$ cat config.mk
export PLATFORM = sky130hd
export DESIGN_NAME = udiv_seq
export DESIGN_NICKNAME = d
export VERILOG_FILES = /design/src/rtl/udiv_pkg.sv /design/src/rtl/udiv_ctrl.sv /design/src/rtl/udiv_datapath.sv /design/src/rtl/udiv_flags.sv /design/src/rtl/udiv_seq.sv
export SDC_FILE = /design/constraint.sdc
export NUM_CORES = 1
export LEC_CHECK = 0
export ABC_AREA = 1
export CORE_MARGIN = 4
export CORE_UTILIZATION = 55
export DETAILED_ROUTE_END_ITERATION = 6
export PLACE_DENSITY = 0.86
export SETUP_SLACK_MARGIN = 0.05
export SYNTH_ARGS = -nofsm -noshare
export SYNTH_HDL_FRONTEND = slang
export SYNTH_SLANG_ARGS = --single-unit
$ cat constraint.sdc
create_clock -name clk_i -period 2.8 [get_ports clk_i]
set_input_delay 0.42 -clock clk_i [delete_from_list [all_inputs] [get_ports clk_i]]
set_output_delay 0.42 -clock clk_i [all_outputs]
set_load 0.02 [all_outputs]
$ cat src/rtl/udiv_pkg.sv
package udiv_pkg;
  typedef enum logic {
    ST_IDLE,
    ST_RUN
  } div_state_e;

  typedef struct packed {
    logic n;
    logic z;
    logic v;
    logic c;
  } div_flags_t;
endpackage

$ cat src/rtl/udiv_ctrl.sv
module udiv_ctrl
  import udiv_pkg::*;
#(
  parameter int W       = 16,
  parameter int LATENCY = 24  // must be >= W + 2
) (
  input  logic clk_i,
  input  logic rst_ni,
  input  logic start_i,
  output logic load_o,
  output logic step_o,
  output logic finish_o
);
  localparam int CNT_W = $clog2(LATENCY);
  localparam logic [CNT_W-1:0] STEPS   = CNT_W'(W);
  localparam logic [CNT_W-1:0] FIN_CNT = CNT_W'(LATENCY - 2);

  div_state_e       state_q;
  logic [CNT_W-1:0] cnt_q;

  assign load_o   = start_i && (state_q == ST_IDLE);
  assign step_o   = (state_q == ST_RUN) && (cnt_q < STEPS);
  assign finish_o = (state_q == ST_RUN) && (cnt_q == FIN_CNT);

  always_ff @(posedge clk_i or negedge rst_ni) begin
    if (!rst_ni) begin
      state_q <= ST_IDLE;
      cnt_q   <= '0;
    end else if (load_o) begin
      state_q <= ST_RUN;
      cnt_q   <= '0;
    end else if (finish_o) begin
      state_q <= ST_IDLE;
      cnt_q   <= '0;
    end else if (state_q == ST_RUN) begin
      cnt_q <= cnt_q + 1'b1;
    end
  end

  AST_NO_RELOAD_BUSY: assert property (@(posedge clk_i) disable iff (!rst_ni)
    (state_q == ST_RUN && !finish_o) |=> (state_q == ST_RUN && cnt_q != '0));
endmodule

$ cat src/rtl/udiv_datapath.sv
module udiv_datapath #(
  parameter int W = 16
) (
  input  logic         clk_i,
  input  logic         rst_ni,
  input  logic         load_i,
  input  logic         step_i,
  input  logic [W-1:0] hi_i,
  input  logic [W-1:0] lo_i,
  input  logic [W-1:0] dvsr_i,
  output logic [W-1:0] quot_o,
  output logic [W-1:0] rem_o,
  output logic [W-1:0] dvsr_o,
  output logic         ovf_o,
  output logic         dz_o
);
  logic [W-1:0] prem_q, quo_q, dvsr_q;
  logic         ovf_q, dz_q;
  logic [W:0]   trial, diff;
  logic         fits;

  // restoring step: shift next dividend bit into the partial remainder
  assign trial = {prem_q, quo_q[W-1]};
  assign diff  = trial - {1'b0, dvsr_q};
  assign fits  = trial >= {1'b0, dvsr_q};

  always_ff @(posedge clk_i or negedge rst_ni) begin
    if (!rst_ni) begin
      prem_q <= '0;
      quo_q  <= '0;
      dvsr_q <= '0;
      ovf_q  <= 1'b0;
      dz_q   <= 1'b0;
    end else if (load_i) begin
      prem_q <= hi_i;
      quo_q  <= lo_i;
      dvsr_q <= dvsr_i;
      dz_q   <= (dvsr_i == '0);
      ovf_q  <= (dvsr_i != '0) && (hi_i >= dvsr_i);
    end else if (step_i && !ovf_q && !dz_q) begin
      prem_q <= fits ? diff[W-1:0] : trial[W-1:0];
      quo_q  <= {quo_q[W-2:0], fits};
    end
  end

  assign quot_o = quo_q;
  assign rem_o  = prem_q;
  assign dvsr_o = dvsr_q;
  assign ovf_o  = ovf_q;
  assign dz_o   = dz_q;

  AST_PREM_BELOW_DVSR: assert property (@(posedge clk_i) disable iff (!rst_ni)
    (step_i && !ovf_q && !dz_q) |-> (prem_q < dvsr_q));
endmodule

$ cat src/rtl/udiv_flags.sv
module udiv_flags
  import udiv_pkg::*;
#(
  parameter int W = 16
) (
  input  logic [W-1:0] quot_i,
  input  logic [W-1:0] rem_i,
  input  logic [W-1:0] dvsr_i,
  output div_flags_t   flags_o
);
  // doubled remainder kept at W+1 bits so it cannot wrap
  logic [W:0] rem_x2;
  assign rem_x2 = {rem_i, 1'b0};

  always_comb begin
    flags_o.n = quot_i[W-1];
    flags_o.z = (quot_i == '0);
    flags_o.v = 1'b0;
    flags_o.c = (rem_x2 >= {1'b0, dvsr_i});
  end
endmodule

$ cat src/rtl/udiv_seq.sv
module udiv_seq
  import udiv_pkg::*;
#(
  parameter int W       = 16,
  parameter int LATENCY = 24
) (
  input  logic         clk_i,
  input  logic         rst_ni,
  input  logic         start_i,
  input  logic [W-1:0] dvd_hi_i,
  input  logic [W-1:0] dvd_lo_i,
  input  logic [W-1:0] dvsr_i,
  output logic         done_o,
  output logic         dz_exc_o,
  output logic [W-1:0] quot_o,
  output logic [W-1:0] rem_o,
  output logic         flag_n_o,
  output logic         flag_z_o,
  output logic         flag_v_o,
  output logic         flag_c_o
);
  localparam int LAT_W = $clog2(LATENCY + 1);

  logic         load, step, finish;
  logic [W-1:0] dp_quot, dp_rem, dp_dvsr;
  logic         dp_ovf, dp_dz;
  div_flags_t   new_flags, flags_q;
  logic [W-1:0] quot_q, rem_q;
  logic         done_q, dz_exc_q;

  udiv_ctrl #(.W(W), .LATENCY(LATENCY)) u_ctrl (
    .clk_i   (clk_i),
    .rst_ni  (rst_ni),
    .start_i (start_i),
    .load_o  (load),
    .step_o  (step),
    .finish_o(finish)
  );

  udiv_datapath #(.W(W)) u_dp (
    .clk_i (clk_i),
    .rst_ni(rst_ni),
    .load_i(load),
    .step_i(step),
    .hi_i  (dvd_hi_i),
    .lo_i  (dvd_lo_i),
    .dvsr_i(dvsr_i),
    .quot_o(dp_quot),
    .rem_o (dp_rem),
    .dvsr_o(dp_dvsr),
    .ovf_o (dp_ovf),
    .dz_o  (dp_dz)
  );

  udiv_flags #(.W(W)) u_flags (
    .quot_i (dp_quot),
    .rem_i  (dp_rem),
    .dvsr_i (dp_dvsr),
    .flags_o(new_flags)
  );

  always_ff @(posedge clk_i or negedge rst_ni) begin
    if (!rst_ni) begin
      quot_q   <= '0;
      rem_q    <= '0;
      flags_q  <= '0;
      done_q   <= 1'b0;
      dz_exc_q <= 1'b0;
    end else begin
      done_q   <= finish;
      dz_exc_q <= finish && dp_dz;
      if (finish && !dp_dz) begin
        if (dp_ovf) begin
          flags_q.v <= 1'b1;  // results held, other flags don't-care
        end else begin
          quot_q  <= dp_quot;
          rem_q   <= dp_rem;
          flags_q <= new_flags;
        end
      end
    end
  end

  assign done_o   = done_q;
  assign dz_exc_o = dz_exc_q;
  assign quot_o   = quot_q;
  assign rem_o    = rem_q;
  assign flag_n_o = flags_q.n;
  assign flag_z_o = flags_q.z;
  assign flag_v_o = flags_q.v;
  assign flag_c_o = flags_q.c;

  // latency window counter for the checks below
  logic [LAT_W-1:0] lat_cnt_q;
  always_ff @(posedge clk_i or negedge rst_ni) begin
    if (!rst_ni)                          lat_cnt_q <= '0;
    else if (load)                        lat_cnt_q <= LAT_W'(1);
    else if (done_o)                      lat_cnt_q <= '0;
    else if (lat_cnt_q != '0)             lat_cnt_q <= lat_cnt_q + 1'b1;
  end

  AST_DONE_PULSE: assert property (@(posedge clk_i) disable iff (!rst_ni)
    done_o |=> !done_o);
  AST_DONE_LATENCY: assert property (@(posedge clk_i) disable iff (!rst_ni)
    done_o |-> (lat_cnt_q == LAT_W'(LATENCY)));
  AST_DZ_WITH_DONE: assert property (@(posedge clk_i) disable iff (!rst_ni)
    dz_exc_o |-> done_o);
  AST_DZ_HOLD: assert property (@(posedge clk_i) disable iff (!rst_ni)
    dz_exc_o |-> ($stable(quot_o) && $stable(rem_o)));
  AST_OVF_HOLD: assert property (@(posedge clk_i) disable iff (!rst_ni)
    (done_o && !dz_exc_o && flag_v_o) |-> ($stable(quot_o) && $stable(rem_o)));
  AST_QUIET_RESULTS: assert property (@(posedge clk_i) disable iff (!rst_ni)
    !done_o |-> ($stable(quot_o) && $stable(rem_o)));
endmodule

==> impl_metrics.csv <==
group,metric,value,unit
die,core_region_area,9950,sq um
finish,seqCellArea,2330,sq um
logic_synthesis,synthMuxAreaShare,0,%
place,numPortBuffers,88,
logic_synthesis,syn_avg_cell_area,7.61,sq um
worst_setup_path,worstPathRequired,3100,ps
worst_setup_path,arrival,2660,ps
die,ios,89,
timing,period_share,84.0,%
clocking,clk_pin_slew,100,ps
logic_synthesis,synth_top_family_by_area,"simple AND/OR/NAND/NOR gates",
logic_synthesis,synth_xor_area_share,1.38,%
place,hpwl,11000,microns
global_routing,track_usage,25.5,%
finish,layout.nets,918,
logic_synthesis,ys.flop_type,"dfrtp_1",
timing,final.min_clock_period,2350,ps
die,fp-row-count,36,
logic_synthesis,synth_top_area_share,40.8,%
finish,fillers,841,
clocking,root_buffer,"clkbuf_8",
power_and_ir_drop,p_per_area,1210,nW/um^2
global_routing,overflow,0,
worst_setup_path,critPathLaunchType,"flop",
power_and_ir_drop,vdd_drop_max,0.635,mV
status,status,"completed",
die,dieHeight,110,microns
route,drtIter0Drc,382,
route,avgViaCountPerCell,5.39,
timing,hold_viol,0,
logic_synthesis,synth_simple_gate_area_share,26.2,%
global_routing,grt_max_degree,62,
logic_synthesis,yosysUniqueCellTypes,40,
timing,setup_viol,0,
logic_synthesis,syn_inst,749,
clocking,postCtsHoldBufs,1,
route,drc,0,
die,dieArea,12100,sq um
power_and_ir_drop,cellLeakagePower,3.48,nW
timing,finalMaxSlewViolations,0,
route,final_antenna_net_count,0,
logic_synthesis,yosysWarnings,0,
timing,timing.final.ws_setup,447,ps
logic_synthesis,yosysMostFrequentCell,"nand2_1",
clocking,clock_latency,370,ps
timing,fin_hold_ws,491,ps
finish,num_antenna_cells,0,
timing,maxSlewHeadroom,51.5,%
worst_setup_path,cp_max_fo,18,
clocking,cts.path.max_buffers,2,
logic_synthesis,seq_area_frac_synth,40.8,%
timing,rsz0062_at_grt,"false",
logic_synthesis,synth_area_leaders,"dfrtp_1 41%, nand2_1 14%, inv_1 8.6%",
timing,skew,8.62,ps
logic_synthesis,async_flop_share,100,%
logic_synthesis,syn-num-nets,835,
worst_setup_path,path_class,"flop to flop",
worst_setup_path,endpoint_kind,"flop",
die,start_util,57.3,%
route,wl,14700,microns
clocking,post_cts_buffers,0,
finish,drive_above_1_share,6.45,%
worst_hold_path,hold_class,"flop to flop",
place,gp_congestion,0.924,
timing,max_freq,425,MHz
route,wl_per_cell,15.2,microns
logic_synthesis,synth-adder-area-share,7.81,%
die,dieWidth,110,microns
clocking,h-tree-depth,3,
timing,tns,0,ps
place,dp_slack,498,ps
clocking,cts_tree,"done",
logic_synthesis,yosys.area.top_type,"dfrtp_1",
clocking,ctsResizeCount,0,
route,first_pass_iters,5,
clocking,cts_sinks,93,
logic_synthesis,synth_edf_count,0,
logic_synthesis,synth_area,5700,sq um
route,vias,5225,
finish,multi_input_area,2690,sq um
run,cap_violations,0,
clocking,cts_made_buffers,9,
logic_synthesis,ys_ff_latch,93,
global_routing,grt_pass1_wl,24100,microns
global_routing,grt_pass1_vias,5122,
timing,tightest_slew,721,ps
global_routing,antenna_found_initial,0,
logic_synthesis,synthTopCellsByCount,"207 x nand2_1, 131 x inv_1, 93 x dfrtp_1",
logic_synthesis,synth_compound_area_share,11.5,%
finish,syn_to_final_growth,19.9,%
-- path summary, 6_finish.rpt --
kind	from	to	slack, ps	cells after the start
worst max-delay path	u_dp.rem_o[10]$_DFFE_PN0P_	u_dp.rem_o[15]$_DFFE_PN0P_	450	13
worst min-delay path	quot_o[14]$_DFFE_PN0P_	quot_o[14]$_DFFE_PN0P_	490	2
worst max register to register	u_dp.rem_o[10]$_DFFE_PN0P_	u_dp.rem_o[15]$_DFFE_PN0P_	450	13
worst min register to register	quot_o[14]$_DFFE_PN0P_	quot_o[14]$_DFFE_PN0P_	490	2
max in group asynchronous	rst_ni	u_dp.quot_o[8]$_DFFE_PN0P_	1620	3
min in group asynchronous	rst_ni	u_dp.rem_o[9]$_DFFE_PN0P_	520	2
-- flip-flops by register name, indices dropped and copies added (netlist names), 5 cells and up --
signal and cells:
rem_o 16, quot_o 15, u_ctrl.cnt_q 5, u_dp.dvsr_o 16, u_dp.rem_o 16, u_dp.quot_o 16
-- layer usage --
metal	part of all wire (%)	track usage (%)	up-vias	wire length, microns
li1	-	-	2565	-
met1	42	33.1	2467	6260
met2	49	43.2	173	7300
met3	6.1	4.93	20	896
met4	1.9	7.66	0	283
met5	0	0	-	0
-- stage by stage --
stage                     cells  utilization, %  power (mW)  instance area [sq um]
final                       970            68.7        8.30                   6840
after floorplan             749               -        6.05                   5700
after global placement      953            66.8        7.24                   6650
after CTS                   970            68.7        8.30                   6840
after global routing        970            68.7        9.13                   6840
after detailed placement    953            66.8        7.41                   6650
-- worst max-delay path, cell delays in order (launching register included) --
cell and delay (ps):
dfrtp_1 410, ha_1 410, nand2_1 160, nor2_2 150
inv_1 60, nor2_1 140, nand3_1 80, nand2_1 80
inv_2 160, nand2_4 290, nand2_1 100, nor2_1 100
nor2_1 50, nor2_1 80
-- cell usage in the layout (no fill, tap or decap), types with 2 or more instances in the layout --
cell,n
inv_6,2
nand3_1,38
nand4_1,18
nor4_1,8
clkinvlp_4,2
o22ai_1,2
nand3_2,9
clkbuf_8,9
nand2_1,206
inv_1,131
xor2_1,6
ha_1,34
clkdlybuf4s50_1,87
o221ai_1,12
dfrtp_1,93
o211ai_1,4
nor3_1,3
buf_4,10
inv_2,3
o21ai_0,55
nor2_2,5
a21oi_1,34
xnor2_1,3
nand2_2,6
nor2_1,38
-- where the power goes --
group	switching [mW]	leakage, nW	total [mW]	internal, mW
sequential	0.367	1.17	2.29	1.93
clock	0.519	0.0833	0.849	0.330
combinational	3.17	2.23	5.16	1.99
total	4.06	3.48	8.30	4.24
-- cell type report --
class | instances | area share (%)
clock buffers | 10 | 1.87
well taps | 133 | 2.43
multi-input cells | 495 | 39.3
flip-flops and latches | 93 | 34.0
clock inverters | 6 | 0.677
repair buffers | 99 | 14.3
inverters | 134 | 7.36
-- cell families (layout without fill, tap and decap cells) --
| kind of cell | after synthesis | in the layout |
|---|---|---|
| buffers and inverters | 161 | 249 |
| XOR/XNOR | 9 | 9 |
| AO/OA/AOI/OAI | 114 | 114 |
| flip-flops | 93 | 93 |
| AND/OR/NAND/NOR | 337 | 337 |
| adder cells (fa/ha/maj) | 35 | 35 |
Note: power is estimated with default switching activity, not from simulation.
